[config.mk]
export PLATFORM = sky130hd
export DESIGN_NAME = mxr_remap
export DESIGN_NICKNAME = d
export VERILOG_FILES = /design/src/rtl/mxr_pkg.sv /design/src/rtl/mxr_axis.sv /design/src/rtl/mxr_index.sv /design/src/rtl/mxr_remap.sv
export SDC_FILE = /design/constraint.sdc
export NUM_CORES = 1
export LEC_CHECK = 0
export ABC_AREA = 1
export BUFFER_PORTS_ARGS = -buffer_cell sky130_fd_sc_hd__buf_2
export CAP_MARGIN = 20
export CORE_AREA = 10 10 140 168
export CTS_CLUSTER_DIAMETER = 50
export CTS_CLUSTER_SIZE = 28
export DETAILED_ROUTE_END_ITERATION = 6
export DIE_AREA = 0 0 150 178
export GPL_TIMING_DRIVEN = 0
export HOLD_SLACK_MARGIN = 0.02
export PLACE_DENSITY = 0.6
export SLEW_MARGIN = 40
export SYNTH_ARGS = -nofsm -noshare
export SYNTH_HDL_FRONTEND = slang
export SYNTH_SLANG_ARGS = --single-unit
export TNS_END_PERCENT = 50
[constraint.sdc]
create_clock -name clk -period 7.46 [get_ports clk]
set_input_delay 0.373 -clock clk [delete_from_list [all_inputs] [get_ports clk]]
set_output_delay 0.373 -clock clk [all_outputs]
set_load 0.01 [all_outputs]
[src/rtl/mxr_pkg.sv]
package mxr_pkg;
  localparam int AXES = 3;

  // Axis identifiers: x = 0, y = 1, z = 2.
  // The result is packed {outer, middle, inner}, two bits per level.
  function automatic logic [5:0] order_axes(input logic [2:0] code);
    case (code)
      3'b001:  return {2'd1, 2'd2, 2'd0}; // x, z, y
      3'b010:  return {2'd2, 2'd0, 2'd1}; // y, x, z
      3'b011:  return {2'd0, 2'd2, 2'd1}; // y, z, x
      3'b100:  return {2'd1, 2'd0, 2'd2}; // z, x, y
      3'b101:  return {2'd0, 2'd1, 2'd2}; // z, y, x
      default: return {2'd2, 2'd1, 2'd0}; // x, y, z (also 110, 111)
    endcase
  endfunction
endpackage

[src/rtl/mxr_axis.sv]
module mxr_axis #(
  parameter int DIMW = 4
) (
  input  logic            clk,
  input  logic            rst_n,
  input  logic            load,
  input  logic            step,
  input  logic [DIMW-1:0] size_i,
  input  logic            inv_i,
  output logic [DIMW-1:0] coord_n,
  output logic [DIMW-1:0] size_n,
  output logic            at_end
);
  logic [DIMW-1:0] coord_q, size_q;
  logic            inv_q, inv_n;

  assign at_end = inv_q ? (coord_q == '0) : (coord_q == size_q);

  always_comb begin
    coord_n = coord_q;
    size_n  = size_q;
    inv_n   = inv_q;
    if (load) begin
      size_n  = size_i;
      inv_n   = inv_i;
      coord_n = inv_i ? size_i : '0;
    end else if (step) begin
      if (at_end)     coord_n = inv_q ? size_q : '0;
      else if (inv_q) coord_n = coord_q - 1'b1;
      else            coord_n = coord_q + 1'b1;
    end
  end

  always_ff @(posedge clk or negedge rst_n) begin
    if (!rst_n) begin
      coord_q <= '0;
      size_q  <= '0;
      inv_q   <= 1'b0;
    end else begin
      coord_q <= coord_n;
      size_q  <= size_n;
      inv_q   <= inv_n;
    end
  end
endmodule

[src/rtl/mxr_index.sv]
module mxr_index #(
  parameter int DIMW = 4,
  parameter int OUTW = 13
) (
  input  logic [DIMW-1:0] cx,
  input  logic [DIMW-1:0] cy,
  input  logic [DIMW-1:0] cz,
  input  logic [DIMW-1:0] xs,
  input  logic [DIMW-1:0] ys,
  input  logic [OUTW-1:0] off,
  output logic [OUTW-1:0] idx
);
  logic [OUTW-1:0] xlen, ylen, plane;

  always_comb begin
    xlen  = OUTW'(xs) + 1'b1;
    ylen  = OUTW'(ys) + 1'b1;
    plane = xlen * ylen;
    idx   = OUTW'(cx) + OUTW'(cy) * xlen + OUTW'(cz) * plane + off;
  end
endmodule

[src/rtl/mxr_remap.sv]
module mxr_remap #(
  parameter int DIMW = 4,
  parameter int LENW = 8,
  parameter int OUTW = 3 * DIMW + 1
) (
  input  logic            clk,
  input  logic            rst_n,
  input  logic            start,
  input  logic [LENW-1:0] len_m1,
  input  logic [DIMW-1:0] xsz,
  input  logic [DIMW-1:0] ysz,
  input  logic [DIMW-1:0] zsz,
  input  logic [2:0]      perm,
  input  logic [2:0]      inv,
  input  logic [1:0]      skip,
  input  logic [OUTW-1:0] offset,
  output logic            out_valid,
  input  logic            out_ready,
  output logic [OUTW-1:0] out_index,
  output logic            out_last
);
  import mxr_pkg::*;

  logic                       active_q, last_q;
  logic [LENW-1:0]            cnt_q, len_q, cnt_n, len_n;
  logic [2:0]                 perm_q;
  logic [OUTW-1:0]            off_q, off_n, idx_q, idx_n;
  logic [AXES-1:0][DIMW-1:0]  size_in, crd_n, sz_n;
  logic [AXES-1:0]            at_end, ax_step;
  logic [2:0]                 lvl_end, step_lvl;
  logic [5:0]                 ord;
  logic                       hs, adv;
  logic                       skip_unused;

  assign skip_unused = ^skip;
  assign size_in     = {zsz, ysz, xsz};
  assign hs          = active_q & out_ready;
  assign adv         = hs & ~last_q & ~start;

  always_comb begin
    ord      = order_axes(perm_q);
    lvl_end  = '0;
    for (int l = 0; l < 3; l++) lvl_end[l] = at_end[ord[2*l +: 2]];
    step_lvl = {adv & lvl_end[0] & lvl_end[1], adv & lvl_end[0], adv};
    ax_step  = '0;
    for (int l = 0; l < 3; l++)
      for (int a = 0; a < AXES; a++)
        if (ord[2*l +: 2] == 2'(a)) ax_step[a] = step_lvl[l];
  end

  for (genvar a = 0; a < AXES; a++) begin : g_axis
    mxr_axis #(.DIMW(DIMW)) u_axis (
      .clk    (clk),
      .rst_n  (rst_n),
      .load   (start),
      .step   (ax_step[a]),
      .size_i (size_in[a]),
      .inv_i  (inv[a]),
      .coord_n(crd_n[a]),
      .size_n (sz_n[a]),
      .at_end (at_end[a])
    );
  end

  assign off_n = start ? offset : off_q;

  mxr_index #(.DIMW(DIMW), .OUTW(OUTW)) u_index (
    .cx (crd_n[0]),
    .cy (crd_n[1]),
    .cz (crd_n[2]),
    .xs (sz_n[0]),
    .ys (sz_n[1]),
    .off(off_n),
    .idx(idx_n)
  );

  always_comb begin
    len_n = start ? len_m1 : len_q;
    cnt_n = start ? '0 : (adv ? cnt_q + 1'b1 : cnt_q);
  end

  always_ff @(posedge clk or negedge rst_n) begin
    if (!rst_n) begin
      active_q <= 1'b0;
      last_q   <= 1'b0;
      cnt_q    <= '0;
      len_q    <= '0;
      perm_q   <= '0;
      off_q    <= '0;
      idx_q    <= '0;
    end else begin
      if (start) begin
        active_q <= 1'b1;
        perm_q   <= perm;
      end else if (hs && last_q) begin
        active_q <= 1'b0;
      end
      if (start || adv) begin
        idx_q  <= idx_n;
        last_q <= (cnt_n == len_n);
      end
      cnt_q <= cnt_n;
      len_q <= len_n;
      off_q <= off_n;
    end
  end

  assign out_valid = active_q;
  assign out_index = idx_q;
  assign out_last  = active_q & last_q;
endmodule

### After elaboration in Yosys (flattened, before gate mapping)

Cells that the tools add are included.

| cells by class | value |
|---|---|
| $add $sub $neg | 12 |
| multiply operators | 3 |
| divide/modulo/power cells | 0 |
| magnitude comparators | 2 |
| eq/ne operators | 15 |
| shifts and indexed selects | 0 |
| muxes and demuxes | 43 |
| bitwise logic cells | 8 |
| reductions and logical operators | 9 |

Operator list:

| operator | number |
|---|---|
| $mux 4 | 20 |
| $pmux 6 s5 | 1 |
| $add 13x13->13 | 2 |
| $mul 4x13->13 | 2 |
| $mux 8 | 3 |
| $mux 1 | 16 |
| $add 4x13->13 | 1 |
| $mul 13x13->13 | 1 |
| $mux 13 | 1 |
| $add 4x1->4 const B | 3 |
| $eq 4x4->1 | 3 |
| $logic_not 4->1 | 3 |
| $sub 4x1->4 const B | 3 |
| $add 4x1->5 const B | 2 |
| $add 8x1->8 const B | 1 |
| $eq 8x8->1 | 1 |
| $and 1x1->1 | 6 |
| $eq 2x1->1 const B | 3 |
| $eq 2x2->1 const B | 3 |
| $eq 3x2->1 const B | 2 |
| $eq 3x3->1 const B | 2 |
| $logic_not 2->1 | 3 |
| $lt 2x3->1 const B | 2 |
| $bmux 1 s2 | 2 |
| other kinds (5) | 6 |

| storage, ports and cells | value |
|---|---|
| register bits | 74 |
| bits in latches | 0 |
| memory bits (writable) | 0 |
| bits in read-only memories | 0 |
| output and inout port bits | 15 |
| logic and storage cells | 108 |
| memories kept | 0 |

### Longest topological paths before layout

Gate-level depths: netlist of run 1.

| depth | value |
|---|---|
| depth in word-level cells | 13 |
| mapped depth | 41 |
| mapped depth without buffers | 41 |

### Modules after synthesis

Synthesis of run 1 repeated with hierarchy kept, for this count alone.

| unflattened totals | value |
|---|---|
| cells, all modules | 1001 |
| area total of the unflattened synthesis | 7612.3 um^2 |

By module, submodules not included:

| module | instances | cells an instance | area each (um^2) |
|---|---|---|---|
| mxr_index | 1 | 467 | 3433.3 |
| mxr_remap | 1 | 273 | 2324.7 |
| mxr_axis | 3 | 87 | 618.1 |

### Worst setup path after synthesis of run 1

No wires, ideal clock.

| timing | value |
|---|---|
| path type | input to register |
| start | input port start |
| end | register idx_q[10], in the netlist out_index[10] |
| library setup time | 0.135 ns |
| data arrival time | 7.829 ns |
| data required time | 7.325 ns |
| path slack | -0.504 ns |
| stages on the path | 35 |
| path through | buf_2 -> nand2_1 -> o21ai_0 -> clkinv_1 -> ha_1 -> inv_1 -> xor2_1 -> inv_1 -> nand2_1 -> fa_1 -> fa_1 -> fa_1 -> inv_1 -> ha_1 -> a21oi_1 -> nand2_1 -> a21oi_1 -> o21bai_1 -> xor2_1 -> inv_1 -> nand2_2 -> fa_1 -> inv_1 -> fa_1 -> fa_1 -> fa_1 -> ha_1 -> ha_1 -> a21oi_1 -> o21ai_0 -> a21o_1 -> a21o_1 -> a21oi_1 -> xor2_1 -> o21ai_0 |

RTL lines:

| item | RTL line | RTL |
|---|---|---|
| start: declaration | mxr_remap.sv:8 | `input logic start,` |
| $mux 4 (*) | mxr_axis.sv:23 | `if (load) begin` |
| named net g_axis[0].u_axis.size_n[0] | mxr_axis.sv:11 | `output logic [DIMW-1:0] size_n,` |
| $add 4x1->5 (*) | mxr_index.sv:16 | `xlen = OUTW'(xs) + 1'b1;` |
| $mul 13x13->13 or $mul 4x13->13 (tied branches) | mxr_index.sv:18, mxr_index.sv:19 |  |
| $mul 4x13->13 or $add 4x13->13 (tied branches) | mxr_index.sv:19 | `idx = OUTW'(cx) + OUTW'(cy) * xlen + OUTW'(cz) * plane + off;` |
| $add 13x13->13 (*) (2 in a row) | mxr_index.sv:19 |  |
| end signal: assignment | mxr_remap.sv:99 | `idx_q <= idx_n;` |
| end: declaration | mxr_remap.sv:27 | `logic [OUTW-1:0] off_q, off_n, idx_q, idx_n;` |

The timed path passes the listed nets; every way through them passes the cells marked *.
A chain may end at the register's enable or synchronous reset.

### Final worst setup path of run 1

| timing | value |
|---|---|
| start | register g_axis[0].u_axis.size_q[1] |
| end | register idx_q[10], in the netlist out_index[10] |

RTL lines:

| item | RTL line | RTL |
|---|---|---|
| start: declaration | mxr_axis.sv:14 | `logic [DIMW-1:0] coord_q, size_q;` |
| start signal: assignment | mxr_axis.sv:41 | `size_q <= size_n;` |
| $mux 4 (*) | mxr_axis.sv:23 |  |
| named net g_axis[0].u_axis.size_n[1] | mxr_axis.sv:11 |  |
| $add 4x1->5 (*) | mxr_index.sv:16 |  |
| $mul 13x13->13 or $mul 4x13->13 (tied branches) | mxr_index.sv:18, mxr_index.sv:19 |  |
| $mul 4x13->13 or $add 4x13->13 (tied branches) | mxr_index.sv:19 |  |
| $add 13x13->13 (*) (2 in a row) | mxr_index.sv:19 |  |

The timed path passes the listed nets; every way through them passes the cells marked *. The select of a mux whose other input is x is not followed.

==> metrics.md, run 1 <==
| Metric | Value |
|---|---|
| Sum Neg Setup Slack | 0 ps |
| Most frequent cells in the layout | 168 x nand2_1, 162 x inv_1, 74 x dfrtp_1 |
| Net count, final | around 1,200 |
| Sequential area share after synthesis | 0.253 |
| Final worst slack | roughly 30 ps |
| DRC | 0 |
| R2R Setup Slk | slightly below 30 ps |
| Gate Count Post-Synth | 914 |
| RSZ-0062 raised after global routing | true |
| Power Density | between 400 and 500 nW/um2 |
| H-tree levels | 3 |
| Startpoint class of the critical path | flop |
| Root buffer cell | clkbuf_16 |
| Most area-hungry cell type in the Yosys netlist | dfrtp_1 |
| Port bufs | 57 |
| Cell mode on critical path | fa_1 |
| WP buf/inv | 6 |
| Ys flop type | dfrtp_1 |
| CP top delay family | adder cells |
| Starting Density | 0.364 |
| Hold Path Class | in -> reg |
| Most common cell after layout, fill and taps aside | nand2_1 |
| R2R depth | 33 |
| Core area | just over 20,000 um2 |
| Yosys reg bits | between 70 and 80 |
| Place WS | -1380 ps |
| GRT Residual Overflow | 0 |
| Number of global-route vias before repair | 6,383 |
| Post-DP Area | a little over 8000 um2 |
| DR WL/cell | ~15 um |
| Synthesized area | roughly 7300 um2 |
| DR iter-0 viols | ~300 |
| Fin util | 0.458 |
| Crit path capture type | flop |
| Critical path class | reg -> reg |
| Synthesized area per cell | between 8 and 9 um2 |
| Fmax | ~130 MHz |
| Leakage | between 4 and 5 nW |
| Max Cap Viol | 0 |
| Final Hold Vio Count | 0 |
| Number of antenna violations at the first check in global routing | 0 |
| Slowest CP cell | fa_2 |
| Maximum vdd drop | between 0.3 and 0.4 mV |
| CP max stage delay | ~600 ps |
| ANT cells | 0 |
| Top cells by area, synth | dfrtp_1 25%, fa_1 17%, ha_1 13% |
| HPWL Detailed | 15,100 um |
| Final ANT Viol Nets | 0 |
| # rows | 57 |
| Inserted Clock Buffers | 9 |
| All-layer global routing usage | 0.150 |
| Synthesis warning total | 0 |
| Layout cell share with drive strength beyond 1 | 0.249 |
| Yosys top cell area share | 0.253 |
| FFs w/ async S/R, synth | 1.00 |
| CTS tree | yes |
| I/O pin cnt | 60 |
| GP Congestion | approximately 0.93 |
| Worst Tran Pin Value | 863 ps |
| WHS | between 200 and 250 ps |
| Area Growth Syn to Fin | 25.8% |
| Worst-path clk slew | 70 ps |
| Post-route clock period utilization | 0.996 |
| # clock sinks | between 70 and 80 |
| Number of flops mapped to enable cells by yosys | 0 |
| Die area | between 20,000 and 30,000 um2 |
| Bufs on Longest Clock Path | 2 |
| Worst clock skew | roughly 10 ps |
| Final instance area | around 9200 um2 |
| First-pass GRT wire length | 31,700 um |
| Via count | slightly above 6,000 |
| Drt first pass iters | 4 |
| Cell variety after synth | 41 |
| Dpl cells | ~1,200 |
| # setup viols final | 0 |
| Clock Latency Late Sink | approximately 350 ps |
| Hold path depth | 3 |
| Total Wirelength | 19,400 um |
| Synth Net Count | roughly 1,100 |
| Die X-Extent | 150 um |
| Final non-filler cell total | around 1,300 |
| WP data arrival | about 7700 ps |
| Vias/cell | a little under 5 |
| Filler cell count | 2,008 |
| Pin count of the biggest net entering global routing | 57 |
| Power Total | roughly 3.8 mW |
| Max-Slew Margin vs Limit | 0.425 |
| Status | finished clean |
| Fin crit period | approximately 7400 ps |
| Final Max Tran Viols | 0 |
| Die Y | about 180 um |
| Worst-path fanout max | 4 |
| Required time of the critical path | ~7700 ps |
| Number of cells on the critical path | 33 |
-- cell type report --
cell class	instances	area (um2)	area share
Clock buffer	10	239	0.0259
Buffer	14	118	0.0128
Inverter	182	691	0.0749
Multi-Input combinational cell	644	5310	0.576
Sequential cell	74	1850	0.201
Timing Repair Buffer	90	577	0.0626
Clock inverter	6	97.6	0.0106
Tap cell	265	332	0.0360
-- power by group --
| part | internal [mW] | leakage, nW | total (mW) | switching [mW] |
|---|---|---|---|---|
| clock network | 0.307 | 0.165 | 0.504 | 0.197 |
| registers | 0.482 | 0.901 | 0.530 | 0.0474 |
| logic | 1.31 | 3.60 | 2.72 | 1.41 |
-- routing by layer --
metal | wire length (um) | global-route usage | vias up
li1 | - | - | 3051
met1 | 8300 | 0.183 | 2991
met2 | 9830 | 0.259 | 127
met3 | 937 | 0.0271 | 24
met4 | 334 | 0.0507 | 0
met5 | 0 | 0 | -
-- final timing paths --
check,from,endpoint
max,g_axis[0].u_axis.size_q[1]$_DFF_PN0_,out_index[10]$_DFFE_PN0P_
min,perm[1],perm_q[1]$_DFFE_PN0P_
max reg2reg,g_axis[0].u_axis.size_q[1]$_DFF_PN0_,out_index[10]$_DFFE_PN0P_
min reg2reg,out_index[11]$_DFFE_PN0P_,out_index[11]$_DFFE_PN0P_
max in group asynchronous,rst_n,g_axis[2].u_axis.size_q[1]$_DFFE_PN0P_
min in group asynchronous,rst_n,off_q[8]$_DFF_PN0_
-- worst min-delay path, stage by stage --
cell and delay [ps]:
buf_2 70, nand2_1 40, o21ai_0 60
-- synth_stat cells, types with 19 or more instances --
cell type,n
a21oi_1,29
fa_1,61
nand2_1,180
xor2_1,22
nor2_1,74
nand3_1,36
xnor2_1,19
dfrtp_1,74
ha_1,76
o21ai_0,60
inv_1,175
-- what timing repair did --
item                       in CTS  in global routing
buffers inserted               20                 11
hold buffers                    1                  0
hold endpoints to repair       18                  0
setup endpoints to repair       8                  6
pin swaps                      42                 54
gates cloned                    0                  0
gates resized for setup        61                 46
-- state kept, by name, summed over array words and instances, names as in the netlist --
signal,count
g_axis.u_axis.coord_q,12
out_valid,1
g_axis.u_axis.size_q,12
perm_q,3
g_axis.u_axis.inv_q,3
last_q,1
off_q,13
cnt_q,8
out_index,13
len_q,8
-- logic make-up (layout without fill, tap and decap cells) --
logic type,after synthesis,in the layout,synth area share
AO/OA/AOI/OAI,126,126,0.0981
XOR/XNOR,41,41,0.0490
buffers and inverters,196,302,0.102
AND/OR/NAND/NOR,340,340,0.201
adder cells (fa/ha/maj),137,137,0.297
flip-flops,74,74,0.253
Note: power is estimated with default switching activity, not from simulation.
==> run 2, diff against run 1 <==
--- a/config.mk
+++ b/config.mk
@@ -8,16 +8,18 @@
 export ABC_AREA = 1
 export BUFFER_PORTS_ARGS = -buffer_cell sky130_fd_sc_hd__buf_2
 export CAP_MARGIN = 20
-export CORE_AREA = 10 10 140 168
+export CORE_AREA = 10 10 121 145
 export CTS_CLUSTER_DIAMETER = 50
 export CTS_CLUSTER_SIZE = 28
 export DETAILED_ROUTE_END_ITERATION = 6
-export DIE_AREA = 0 0 150 178
+export DIE_AREA = 0 0 131 155
 export GPL_TIMING_DRIVEN = 0
 export HOLD_SLACK_MARGIN = 0.02
-export PLACE_DENSITY = 0.6
+export PLACE_DENSITY = 0.78
+export SETUP_SLACK_MARGIN = 0.1
 export SLEW_MARGIN = 40
 export SYNTH_ARGS = -nofsm -noshare
 export SYNTH_HDL_FRONTEND = slang
+export SYNTH_HIERARCHICAL = 1
 export SYNTH_SLANG_ARGS = --single-unit
 export TNS_END_PERCENT = 50
==> run 2 against run 1 <==
Compared with the run above: power grew 30%; critical endpoint is now out_index[9]$_DFFE_PN0P_; highest routed layer unchanged; largest cell class unchanged; non-clock buffer count shrank 12; final cell count up 1.1%; die area fell by 24%.
==> metrics.md, run 2 <==
| Metric | Value |
|---|---|
| Pin count of the biggest net entering global routing | 58 (was 57) |
| All-layer global routing usage | 0.188 (was 0.150) |
| HPWL Detailed | 13,900 um (was 15,100 um) |
| RSZ-0062 raised after global routing | true (unchanged) |
| Number of global-route vias before repair | 6,789 (was 6,383) |
| Fmax | 136 MHz (was 135 MHz) |
| Met2 routed WL | 10,700 um (was 9830 um) |
| Synthesis warning total | 6 (was 0) |
| Bufs on Longest Clock Path | 2 (unchanged) |
| Worst Tran Pin Value | 607 ps (was 863 ps) |
| DRT met1 WL | 7540 um (was 8300 um) |
| GP Congestion | 0.908 (was 0.929) |
| Most frequent cells in the layout | 270 x nand2_1, 182 x inv_1, 74 x dfrtp_1 (was 168 x nand2_1, 162 x inv_1, 74 x dfrtp_1) |
| Yosys reg bits | 74 (unchanged) |
| Max Cap Viol | 0 (unchanged) |
| Final Max Tran Viols | 0 (unchanged) |
| Clock Latency Late Sink | 350 ps (about the same) |
| Gate Count Post-Synth | 1,001 (was 914) |
| Synthesized area per cell | 7.60 um2 (was 8.01 um2) |
| Power Density | 532 nW/um2 (was 407 nW/um2) |
| Worst-path clk slew | 70 ps (about the same) |
| Die X-Extent | 131 um (was 150 um) |
| Area Growth Syn to Fin | 20.9% (was 25.8%) |
| CP max stage delay | 590 ps (was 600 ps) |
| Number of flops mapped to enable cells by yosys | 0 (unchanged) |
| Final ANT Viol Nets | 0 (unchanged) |
| Routed wl met3 | 749 um (was 937 um) |
| Drt first pass iters | 5 (was 4) |
| Starting Density | 0.515 (was 0.364) |
| Slowest CP cell | fa_1 (was fa_2) |
| Root buffer cell | clkbuf_16 (unchanged) |
| Synthesized area | 7610 um2 (was 7320 um2) |
| Sequential area share after synthesis | 0.243 (was 0.253) |
| Max-Slew Margin vs Limit | 0.596 (was 0.425) |
| Status | finished clean (unchanged) |
| Final Hold Vio Count | 0 (unchanged) |
| Die area | 20,300 um2 (was 26,700 um2) |
| Required time of the critical path | 7700 ps (was 7680 ps) |
| FFs w/ async S/R, synth | 1.00 (unchanged) |
| Net count, final | 1,268 (was 1,197) |
| Maximum vdd drop | 0.653 mV (was 0.365 mV) |
| # clock sinks | 74 (unchanged) |
| Dpl cells | 1,263 (was 1,237) |
| # rows | 49 (was 57) |
| ANT cells | 0 (unchanged) |
| Worst-path fanout max | 4 (unchanged) |
| Hold Path Class | in -> reg (unchanged) |
| Total Wirelength | 19,500 um (was 19,400 um) |
| Critical path class | reg -> reg (unchanged) |
| Via count | 6,768 (was 6,193) |
| Synth Net Count | 1,179 (was 1,096) |
| Crit path capture type | flop (unchanged) |
| Final instance area | 9210 um2 (was 9220 um2) |
| Fin crit period | 7360 ps (was 7430 ps) |
| H-tree levels | 3 (unchanged) |
| Ys flop type | dfrtp_1 (unchanged) |
| Post-DP Area | 8190 um2 (was 8080 um2) |
| Top Layer Used | met4 (unchanged) |
| Vias/cell | 5.21 (was 4.82) |
| Most common cell in the netlist | nand2_1 (unchanged) |
| Most common cell after layout, fill and taps aside | nand2_1 (unchanged) |
| Number of antenna violations at the first check in global routing | 0 (unchanged) |
| Startpoint class of the critical path | flop (unchanged) |
| Die Y | 155 um (was 178 um) |
| Core area | 14,800 um2 (was 20,100 um2) |
| Port bufs | 57 (unchanged) |
| Final non-filler cell total | 1,299 (was 1,285) |
| DR WL/cell | 15.0 um (was 15.1 um) |
| Post-route clock period utilization | 0.987 (was 0.996) |
| Leakage | 4.96 nW (was 4.67 nW) |
| Inserted Clock Buffers | 9 (unchanged) |
| Worst clock skew | 14.2 ps (was 9.72 ps) |
| I/O pin cnt | 60 (unchanged) |
| Top cells by area, synth | dfrtp_1 24%, fa_1 16%, nand2_1 14% (was dfrtp_1 25%, fa_1 17%, ha_1 13%) |
| Sum Neg Setup Slack | 0 ps (unchanged) |
| DRC | 0 (unchanged) |
| Most area-hungry cell type in the Yosys netlist | dfrtp_1 (unchanged) |
| Cell mode on critical path | fa_1 (unchanged) |
| First-pass GRT wire length | 30,800 um (was 31,700 um) |
| Synth top cells by count | 279 x nand2_1, 188 x inv_1, 74 x dfrtp_1, 74 x nor2_1, 73 x ha_1 (was 180 x nand2_1, 175 x inv_1, 76 x ha_1) |
| CTS tree | yes (unchanged) |
| DR iter-0 viols | 395 (was 301) |
| Yosys top cell area share | 0.243 (was 0.253) |
| WP data arrival | 7600 ps (was 7650 ps) |
| GRT Residual Overflow | 0 (unchanged) |
| Layout cell share with drive strength beyond 1 | 0.219 (was 0.249) |
| # setup viols final | 0 (unchanged) |
| Cell variety after synth | 40 (was 41) |
==> run 2: layout make-up <==
type | count | area (um2)
well taps | 204 | 255
multi-input cells | 710 | 5420
clock buffers | 10 | 229
plain buffers | 13 | 81.3
fillers | 1208 | 5570
inverters | 203 | 766
repair buffers | 79 | 485
flip-flops and latches | 74 | 1850
clock inverters | 6 | 113
==> run 2: worst max-delay path, delay by kind of cell, from the launching register on <==
| family | cells | cell delay (ps) |
|---|---|---|
| AOI/OAI and AO/OA | 1 | 170 |
| adders and majority gates | 11 | 4600 |
| DFF | 1 | 380 |
| buffers and inverters | 4 | 210 |
| muxes | 2 | 590 |
| and+or+nand+nor | 7 | 810 |
| xor gates and xnor gates | 3 | 510 |
==> run 2: path summary, 6_finish.rpt <==
kind / cells after the start / startpoint / endpoint / slack, ps
worst max-delay path: 28 / g_axis[0].u_axis/size_q[1]$_DFF_PN0_ / out_index[9]$_DFFE_PN0P_ / 100
worst min-delay path: 3 / perm[1] / perm_q[1]$_DFFE_PN0P_ / 240
worst max register to register: 28 / g_axis[0].u_axis/size_q[1]$_DFF_PN0_ / out_index[9]$_DFFE_PN0P_ / 100
worst min register to register: 2 / off_q[8]$_DFF_PN0_ / off_q[8]$_DFF_PN0_ / 470
max in group asynchronous: 3 / rst_n / g_axis[1].u_axis/coord_q[3]$_DFF_PN0_ / 6460
min in group asynchronous: 2 / rst_n / out_index[5]$_DFFE_PN0P_ / 430
==> run 2: cell families after synthesis <==
group,after synthesis,synth area share
XOR/XNOR,23,0.0274
multiplexers,19,0.0281
AND/OR/NAND/NOR,454,0.257
AO/OA/AOI/OAI,81,0.0580
flip-flops,74,0.243
adder cells (fa/ha/maj),133,0.278
buffers and inverters,217,0.109
==> run 2: power by group <==
| part | internal [mW] | switching [mW] |
|---|---|---|
| clock network | 0.328 | 0.186 |
| registers | 0.497 | 0.0440 |
| logic | 1.72 | 2.12 |
| total | 2.54 | 2.35 |
==> run 2: through the flow <==
step	total power [mW]	setup slack (ps)	hold WS [ps]	util
2_1_floorplan	2.58	100	77.4	-
5_1_grt	5.24	-138	249	0.623
4_1_cts	4.17	114	226	0.599
6_report	4.89	98.4	243	0.623
3_5_place_dp	3.15	-877	226	0.554
3_3_place_gp	3.06	-783	450	0.552
==> run 2: what timing repair did <==
action | in CTS | in global routing
endpoints found under the hold margin | 17 | 0
setup endpoints to repair | 8 | 7
setup buffers | 6 | 14
pin swaps | 18 | 47
hold buffers | 1 | 0
gates resized for setup | 43 | 57
==> run 2: per-layer routing <==
metal | vias up | GRT usage
li1 | 3260 | -
met1 | 3251 | 0.206
met2 | 202 | 0.345
met3 | 55 | 0.0320
met4 | 0 | 0.0764
met5 | - | 0
==> run 3, diff against run 2 <==
--- a/config.mk
+++ b/config.mk
@@ -9,6 +9,7 @@
 export BUFFER_PORTS_ARGS = -buffer_cell sky130_fd_sc_hd__buf_2
 export CAP_MARGIN = 20
 export CORE_AREA = 10 10 121 145
+export CTS_BUF_LIST = sky130_fd_sc_hd__clkbuf_8
 export CTS_CLUSTER_DIAMETER = 50
 export CTS_CLUSTER_SIZE = 28
 export DETAILED_ROUTE_END_ITERATION = 6
==> run 3 against run 2 <==
Compared with the run above: setup slack worse by 43 ps; largest cell class unchanged; non-clock buffer count is 1 lower; combinational power hardly changed; fmax is 0.58% lower; global-route usage is 0.32 points lower; critical path depth up 2; design area is 1.3% lower; die area is the same; routed wire length is 2.3% lower.
==> metrics.md, run 3 (synthesized netlist as in run 2, its figures left out) <==
| Metric | Value |
|---|---|
| Status | finished clean (unchanged) |
| Number of global-route vias before repair | 6,706 (was 6,789) |
| Final non-filler cell total | 1,298 (was 1,299) |
| Place WS | -877 ps (unchanged) |
| Total Wirelength | 19,100 um (was 19,500 um) |
| Final worst slack | 55.5 ps (was 98.4 ps) |
| # clock sinks | 74 (unchanged) |
| Max-Slew Margin vs Limit | 0.626 (was 0.596) |
| Worst-path fanout max | 5 (was 4) |
| # setup viols final | 0 (unchanged) |
| All-layer global routing usage | 0.185 (was 0.188) |
| Most frequent cells in the layout | 271 x nand2_1, 180 x inv_1, 74 x dfrtp_1 (was 270 x nand2_1, 182 x inv_1, 74 x dfrtp_1) |
| Sw power | 2.34 mW (was 2.35 mW) |
| Pin count of the biggest net entering global routing | 58 (unchanged) |
| Max Cap Viol | 0 (unchanged) |
| Core area | 14,800 um2 (unchanged) |
| # rows | 49 (unchanged) |
| Die area | 20,300 um2 (unchanged) |
| CP startpoint | g_axis[1].u_axis/size_q[2]$_DFF_PN0_ (was g_axis[0].u_axis/size_q[1]$_DFF_PN0_) |
| Final ANT Viol Nets | 0 (unchanged) |
| Leakage | 4.90 nW (was 4.96 nW) |
| Slowest CP cell | fa_1 (unchanged) |
| Comb power frac | 0.804 (was 0.784) |
| Worst-path clk slew | 90 ps (was 70 ps) |
| Critical path class | reg -> reg (unchanged) |
| Most common cell after layout, fill and taps aside | nand2_1 (unchanged) |
| First-pass GRT wire length | 30,400 um (was 30,800 um) |
| Clock Latency Late Sink | 380 ps (was 350 ps) |
| Net Sw Frac | 0.492 (was 0.480) |
| Bufs on Longest Clock Path | 2 (unchanged) |
| Final Hold Vio Count | 0 (unchanged) |
| Filler cell count | 1,224 (was 1,208) |
| DR iter-0 viols | 321 (was 395) |
| ANT cells | 0 (unchanged) |
| GP Congestion | 0.908 (unchanged) |
| Area Growth Syn to Fin | 19.4% (was 20.9%) |
| Root buffer cell | clkbuf_8 (was clkbuf_16) |
| Layout cell share with drive strength beyond 1 | 0.218 (was 0.219) |
| Fin crit period | 7400 ps (was 7360 ps) |
| WP data arrival | 7670 ps (was 7600 ps) |
| Reg power frac | 0.114 (was 0.110) |
| Hold Path Class | in -> reg (unchanged) |
| Crit path capture type | flop (unchanged) |
| DR WL/cell | 14.7 um (was 15.0 um) |
| Startpoint class of the critical path | flop (unchanged) |
| Drt first pass iters | 5 (unchanged) |
| DRC | 0 (unchanged) |
| CTS tree | yes (unchanged) |
| Worst clock skew | 15.0 ps (was 14.2 ps) |
| Reg2reg start | g_axis[1].u_axis/size_q[2]$_DFF_PN0_ (was g_axis[0].u_axis/size_q[1]$_DFF_PN0_) |
| Clock share of power | 0.083 (was 0.105) |
| Register area | 1850 um2 (unchanged) |
| Via count | 6,699 (was 6,768) |
| Required time of the critical path | 7730 ps (was 7700 ps) |
| CP max stage delay | 580 ps (was 590 ps) |
| GRT Residual Overflow | 0 (unchanged) |
| HPWL Detailed | 13,900 um (unchanged) |
| Hold_sp | perm[1] (unchanged) |
| I/O pin cnt | 60 (unchanged) |
| Post-route clock period utilization | 0.993 (was 0.987) |
| Number of antenna violations at the first check in global routing | 0 (unchanged) |
| Vias/cell | 5.16 (was 5.21) |
| Cell mode on critical path | fa_1 (unchanged) |
| Inserted Clock Buffers | 9 (unchanged) |
| RSZ-0062 raised after global routing | true (unchanged) |
| Worst Tran Pin Value | 561 ps (was 607 ps) |
| Power Total | 4.75 mW (was 4.89 mW) |
| Starting Density | 0.515 (unchanged) |
| H-tree levels | 3 (unchanged) |
| Maximum vdd drop | 0.715 mV (was 0.653 mV) |
| Power Density | 522 nW/um2 (was 532 nW/um2) |
| Port bufs | 57 (unchanged) |
| Multi-input gate area | 5420 um2 (about the same) |
| Final Max Tran Viols | 0 (unchanged) |
| Net count, final | 1,267 (was 1,268) |
| Fmax | 135 MHz (was 136 MHz) |
| Dpl cells | 1,263 (unchanged) |
| Die Y | 155 um (unchanged) |
| Die X-Extent | 131 um (unchanged) |
| Internal | 2.41 mW (was 2.54 mW) |
run 3: path summary, 6_finish.rpt:
kind | slack (ps) | end | depth (start not counted)
worst max-delay path | 60 | out_index[10]$_DFFE_PN0P_ | 30
worst min-delay path | 210 | perm_q[1]$_DFFE_PN0P_ | 3
worst max register to register | 60 | out_index[10]$_DFFE_PN0P_ | 30
worst min register to register | 480 | off_q[2]$_DFF_PN0_ | 2
max in group asynchronous | 6500 | g_axis[1].u_axis/coord_q[3]$_DFF_PN0_ | 3
min in group asynchronous | 400 | out_index[11]$_DFFE_PN0P_ | 2
run 3: final cells by class:
cell class / count / share of cell area
multi-input cells: 710 / 0.596
clock inverters: 7 / 0.0128
clock buffers: 9 / 0.0136
repair buffers: 78 / 0.0522
plain buffers: 13 / 0.00895
well taps: 204 / 0.0281
inverters: 203 / 0.0842
flip-flops and latches: 74 / 0.204
run 3: worst max-delay path, delay by kind of cell (launching register included):
family,cells,cell delay [ps]
multiplexers,1,270
adder cells (fa/ha/maj),10,4350
XOR/XNOR,3,430
AND/OR/NAND/NOR,6,790
AO/OA/AOI/OAI,4,650
buffers and inverters,6,430
flip-flops,1,380
run 3: stage by stage:
step / hold slack [ps] / TNS, ps / utilization / instance area, um2
floorplan: 77.4 / 0 / - / 7620
global placement: 450 / -5290 / 0.552 / 8160
detailed placement: 226 / -6000 / 0.554 / 8190
CTS: 193 / 0 / 0.590 / 8720
global route: 210 / -284 / 0.615 / 9090
finish: 207 / 0 / 0.615 / 9090
run 3: routing by layer:
layer  GRT usage  part of all wire  vias to the layer above
li1            -                 -                     3257
met2       0.342              0.55                      160
met1       0.203              0.38                     3238
met5           0                 0                        -
met4      0.0663             0.029                        0
met3      0.0316             0.040                       44
run 3: power groups by stage:
stage	logic, mW	clock network [mW]	registers [mW]
floorplan	2.02	0	0.558
global placement	2.52	0	0.544
detailed placement	2.60	0	0.548
CTS	3.07	0.402	0.539
global route	4.11	0.420	0.549
finish	3.82	0.392	0.540
run 3: timing repair:
action,in CTS,in global routing
endpoints found under the hold margin,17,0
pin swaps,14,43
setup buffers,4,15
endpoints found under the setup margin,8,8
hold buffers,1,0
resized for setup,38,60
